## src/rtl/wake_pkg.sv

```systemverilog
package wake_pkg;

  localparam int LVL_W = 3;
  localparam logic [LVL_W-1:0] NMI_LVL = 3'd7;

  typedef enum logic [1:0] {
    LP_RUN  = 2'd0,
    LP_WAIT = 2'd1,
    LP_DOZE = 2'd2,
    LP_STOP = 2'd3
  } lpMode_e;

  // Strobes from write decode to the register file
  typedef struct packed {
    logic maskWe;
    logic lvlWe;
  } wrStrobes_t;

endpackage

```

## src/rtl/wake_ctrl.sv

```systemverilog
module wake_ctrl
  import wake_pkg::*;
#(
  parameter int NUM_SRC = 8,
  localparam int IDX_W  = $clog2(NUM_SRC),
  localparam int ADDR_W = $clog2(NUM_SRC + 1)
) (
  input  logic              regWrEn,
  input  logic [ADDR_W-1:0] regWrAddr,
  input  logic [1:0]        lpMode,
  output wrStrobes_t        strobes,
  output logic [IDX_W-1:0]  lvlSel
);

  // Mode is deliberately not used: behaviour is identical in every mode
  logic unusedMode;
  assign unusedMode = ^lpMode;

  logic addrIsMask;
  logic addrIsLvl;

  assign addrIsMask = (regWrAddr == '0);
  assign addrIsLvl  = !addrIsMask && (regWrAddr <= ADDR_W'(NUM_SRC));

  always_comb begin
    strobes        = '0;
    strobes.maskWe = regWrEn && addrIsMask;
    strobes.lvlWe  = regWrEn && addrIsLvl;
  end

  assign lvlSel = IDX_W'(regWrAddr - ADDR_W'(1));

endmodule

```

## src/rtl/wake_dp.sv

```systemverilog
module wake_dp
  import wake_pkg::*;
#(
  parameter int NUM_SRC = 8,
  localparam int IDX_W  = $clog2(NUM_SRC)
) (
  input  logic               clk,
  input  logic               rstN,
  input  wrStrobes_t         strobes,
  input  logic [IDX_W-1:0]   lvlSel,
  input  logic [NUM_SRC-1:0] wrData,
  input  logic [NUM_SRC-1:0] srcReq,
  input  logic [NUM_SRC-1:0] modEn,
  input  logic [LVL_W-1:0]   cpuMask,
  output logic [LVL_W-1:0]   irqLevel,
  output logic [IDX_W-1:0]   irqVector,
  output logic               wakeReq
);

  logic [NUM_SRC-1:0] maskReg;
  logic [LVL_W-1:0]   lvlReg [NUM_SRC];
  logic [NUM_SRC-1:0] live;

  // Mask register: all sources masked out of reset
  always_ff @(posedge clk or negedge rstN) begin
    if (!rstN)               maskReg <= '1;
    else if (strobes.maskWe) maskReg <= wrData;
  end

  for (genvar g = 0; g < NUM_SRC; g++) begin : gSrc
    always_ff @(posedge clk or negedge rstN) begin
      if (!rstN)
        lvlReg[g] <= '0;
      else if (strobes.lvlWe && (lvlSel == IDX_W'(g)))
        lvlReg[g] <= wrData[LVL_W-1:0];
    end

    // Purely combinational qualification, no flop on the request path
    assign live[g] = srcReq[g] & modEn[g] & ~maskReg[g] & (lvlReg[g] != '0);
  end

  // Downward scan with >= so the lowest index wins on equal levels
  logic [LVL_W-1:0] bestLvl;
  logic [IDX_W-1:0] bestIdx;

  always_comb begin
    bestLvl = '0;
    bestIdx = '0;
    for (int i = NUM_SRC - 1; i >= 0; i--) begin
      if (live[i] && (lvlReg[i] >= bestLvl)) begin
        bestLvl = lvlReg[i];
        bestIdx = IDX_W'(i);
      end
    end
  end

  assign irqLevel  = bestLvl;
  assign irqVector = bestIdx;
  assign wakeReq   = (bestLvl != '0) &&
                     ((bestLvl >= cpuMask) || (bestLvl == NMI_LVL));

endmodule

```

## src/rtl/lp_wake_top.sv

```systemverilog
module lp_wake_top
  import wake_pkg::*;
#(
  parameter int NUM_SRC = 8,
  localparam int IDX_W  = $clog2(NUM_SRC),
  localparam int ADDR_W = $clog2(NUM_SRC + 1)
) (
  input  logic               clk,
  input  logic               rstN,
  input  logic               regWrEn,
  input  logic [ADDR_W-1:0]  regWrAddr,
  input  logic [NUM_SRC-1:0] regWrData,
  input  logic [NUM_SRC-1:0] srcReq,
  input  logic [NUM_SRC-1:0] modEn,
  input  logic [2:0]         cpuMask,
  input  logic [1:0]         lpMode,
  output logic [2:0]         irqLevel,
  output logic [IDX_W-1:0]   irqVector,
  output logic               wakeReq
);

  wrStrobes_t       strobes;
  logic [IDX_W-1:0] lvlSel;

  wake_ctrl #(.NUM_SRC(NUM_SRC)) uCtrl (
    .regWrEn   (regWrEn),
    .regWrAddr (regWrAddr),
    .lpMode    (lpMode),
    .strobes   (strobes),
    .lvlSel    (lvlSel)
  );

  wake_dp #(.NUM_SRC(NUM_SRC)) uDp (
    .clk       (clk),
    .rstN      (rstN),
    .strobes   (strobes),
    .lvlSel    (lvlSel),
    .wrData    (regWrData),
    .srcReq    (srcReq),
    .modEn     (modEn),
    .cpuMask   (cpuMask),
    .irqLevel  (irqLevel),
    .irqVector (irqVector),
    .wakeReq   (wakeReq)
  );

endmodule

```

## config.mk

```make
export PLATFORM = sky130hd
export DESIGN_NAME = lp_wake_top
export DESIGN_NICKNAME = d
export VERILOG_FILES = /design/src/rtl/wake_pkg.sv /design/src/rtl/wake_ctrl.sv /design/src/rtl/wake_dp.sv /design/src/rtl/lp_wake_top.sv
export SDC_FILE = /design/constraint.sdc
export NUM_CORES = 1
export LEC_CHECK = 0
export BUFFER_PORTS_ARGS = -buffer_cell sky130_fd_sc_hd__buf_2
export CAP_MARGIN = 20
export CORE_UTILIZATION = 52
export CTS_CLUSTER_SIZE = 16
export DETAILED_ROUTE_END_ITERATION = 10
export HOLD_SLACK_MARGIN = 0.1
export PLACE_DENSITY = 0.77
export SLEW_MARGIN = 25
export SYNTH_ARGS = -nofsm -noshare
export SYNTH_HDL_FRONTEND = slang
export SYNTH_SLANG_ARGS = --single-unit
```

## constraint.sdc

```tcl
create_clock -name clk -period 10.4 [get_ports clk]
set_clock_uncertainty 0.1 [all_clocks]
set_input_delay 0.52 -clock clk [delete_from_list [all_inputs] [get_ports clk]]
set_output_delay 0.52 -clock clk [all_outputs]
set_load 0.05 [all_outputs]
```

==> flow_summary_export.csv <==
group,metric,value,unit
floorplan,ios,43,
run,maxCapViolCount,0,
worst_setup_path,reg2reg_to,"uDp.lvlReg[22]",
synthesis,ys_seq_elements,32,
clock_tree,cts_made_buffers,5,
worst_setup_path,start_kind,"register",
worst_setup_path,path_class,"register to output port",
placement,gp_congestion,0.8346,
layout,drive_gt1_share,53.68,%
timing,rsz0062_at_grt,"true",
power,p_per_area,214.0,mW/mm^2
timing,slew_violations,0,
layout,area_growth,44.12,%
grt,grt_max_degree,33,
synthesis,avgSynthCellArea,9.341,um^2
worst_setup_path,rr_worst_depth,1,
timing,final_hold_viol_count,0,
layout,final_nets,431,
routing,routedWlPerCell,16.13,um
routing,vias,2602,
worst_setup_path,cp.arrival,10.46,ns
synthesis,synth_seq_area_share,31.11,%
synthesis,synth_edf_count,0,
synthesis,ys_types,61,
placement,dpl.hpwl,4979,um
worst_setup_path,cp.required,9.78,ns
synthesis,syn-num-nets,331,
clock_tree,cts_max_path_buffers,2,
timing,timing.fmax,0.09028,GHz
timing,period_share,106.5,%
layout,antenna_cells,0,
synthesis,postSynthCellCount,279,
grt,grt_busiest_layer,"met2",
routing,detail_route.wirelength,7208,um
clock_tree,root_buffer,"clkbuf_8",
floorplan,core_area,0.004786,mm^2
worst_setup_path,r2r-start,"uDp.lvlReg[22]",
clock_tree,insertion_delay,0.30,ns
floorplan,rows,25,
clock_tree,tritoncts,"built",
synthesis,netlist_area,0.002606,mm^2
worst_setup_path,crit_slowest_cell,"dfstp_2",
worst_setup_path,max_stage_delay,0.53,ns
routing,drtAntennaViolNets,0,
outcome,status,"finished with violations",
synthesis,yosysTopAreaCellShare,23.04,%
routing,drt_first_pass_iters,4,
synthesis,synth_top_cell_by_area,"dfrtp_1",
worst_setup_path,end_kind,"output port",
timing,setup_violations,1,
routing,routed_via_density,5.821,
clock_tree,cts.sinks,32,
synthesis,async_reset_ff_share,100.0,%
floorplan,fp.dieArea,0.005299,mm^2
grt,grt_use_met2,47.56,%
layout,nFillCells,308,
grt,grt_use_met1,36.80,%
synthesis,synthFlopType,"dfrtp_1",
routing,drc,0,
worst_setup_path,cp_max_fo,4,
clock_tree,h-tree-depth,2,
worst_setup_path,reg2reg_slack,9.38,ns
grt,grt.total_usage,28.51,%
grt,overflow,0,
hold_path,hold_class,"input pin to async pin",
layout,fin_cells,447,
floorplan,die_h,72.80,um
power,leakage,0.001733,uW
grt,grt_pass1_wl,11450,um
synthesis,synthTopCellsByArea,"dfrtp_1 23%, mux2_2 14%, dfstp_2 8.1%",
layout,final_util,78.48,%
routing,drt_iter0_markers,144,
placement,portBuffers,40,
timing,min_period,11.08,ns
floorplan,start_util,54.46,%
timing,maxSlewHeadroom,46.55,%
outcome,violations,"negative setup slack",
timing,max_slew.worst_pin.slew,0.8000,ns
grt,antenna_found_initial,0,
placement,dp.cells,418,
timing,hold_ws,0.1719,ns
floorplan,die_w,72.80,um
power,ir_drop,0.1864,mV
grt,use_met3,4.972,%
grt,grt_pass1_vias,2477,
timing,worst_slack,-0.6766,ns
synthesis,yosysWarnings,0,
worst_setup_path,cp_common_cell,"ha_4",
clock_tree,clk_pin_slew,0.07,ns
[how the worst max path moves through the flow]
stage,endpoint,start,depth (start not counted)
5_1_grt,wakeReq,uDp.maskReg[7],53
3_5_place_dp,wakeReq,srcReq[7],52
2_1_floorplan,wakeReq,srcReq[7],51
3_3_place_gp,wakeReq,srcReq[7],52
4_1_cts,wakeReq,uDp.maskReg[7],52
6_report,wakeReq,uDp.maskReg[7],52
[kinds of logic (layout without fill, tap and decap cells)]
| family | after synthesis | count (layout) | share of synthesized area (%) |
|---|---|---|---|
| AND/OR/NAND/NOR | 92 | 92 | 18.63 |
| multiplexers | 35 | 35 | 15.17 |
| flip-flops | 32 | 32 | 31.11 |
| adder cells (fa/ha/maj) | 18 | 18 | 8.449 |
| AO/OA/AOI/OAI | 79 | 79 | 23.00 |
| buffers and inverters | 23 | 124 | 3.648 |
[power by group]
part	total, uW	leakage, uW	switching, uW	internal (uW)
logic	476	0.00129	237	239
clock network	135	0.0000645	50.8	84.6
registers	193	0.000376	33.9	159
[final cells by class]
| cell class | instances | area (um^2) | share of cell area (%) |
|---|---|---|---|
| multi-input cells | 224 | 1992 | 53.03 |
| flip-flops and latches | 32 | 810.8 | 21.59 |
| repair buffers | 97 | 671.9 | 17.89 |
| clock buffers | 7 | 96.34 | 2.565 |
| well taps | 67 | 83.83 | 2.232 |
| inverters | 19 | 71.32 | 1.899 |
| clock inverters | 1 | 30.03 | 0.7995 |
[Yosys cell counts (3+ instances only)]
cell / count
nor3_1: 6
nor3b_1: 3
nor2_1: 19
ha_1: 16
o21ai_0: 19
o211a_1: 3
inv_1: 19
and3b_1: 3
dfstp_2: 8
a31oi_1: 5
mux2_2: 32
a21oi_1: 10
and2_1: 3
dfrtp_1: 24
o21a_1: 6
nand3b_1: 3
nand2_1: 26
nor2b_1: 5
nand2b_1: 9
o211ai_1: 7
[what timing repair did]
item	4_1_cts	5_1_grt
setup endpoints to repair	7	7
gates resized for setup	13	19
buffers inserted	14	9
hold buffers	0	0
pin swaps	23	6
[layout by cell type, fill, tap and decap left out, types with 8 or more instances in the layout]
cell type,n
buf_4,58
buf_2,33
nand2_1,26
mux2_2,26
dfrtp_1,24
inv_1,18
nor2_1,17
o21ai_0,10
ha_1,9
dfstp_2,8
[sequential cells by signal, summed over array words and instances, names as in the netlist]
signal,count
uDp.lvlReg,24
uDp.maskReg,8
[critical path, delay by kind of cell, from the launching register on]
kind            cells  cell delay [ns]
buf+inv             4             0.57
simple gates       11             1.43
compound gates     21             3.14
fa+ha+maj          10             2.52
flops               1             0.53
mux                 6             1.95
[metal layers]
metal	vias up	wire, um
met4	0	207
li1	1238	-
met1	1287	3135
met3	19	229
met2	58	3635
met5	-	0
[metrics by stage]
stage	instance area, um^2	total power, uW	setup slack, ns	TNS (ns)
after floorplan	2839	482.2	-0.4740	-0.5267
after global placement	3369	584.5	-0.4741	-0.4741
after detailed placement	3369	598.9	-0.6105	-0.6105
after CTS	3638	765.0	-0.6827	-0.6827
after global routing	3756	848.0	-1.124	-2.942
final	3756	803.8	-0.6766	-0.6766
Note: power is estimated with default switching activity, not from simulation.
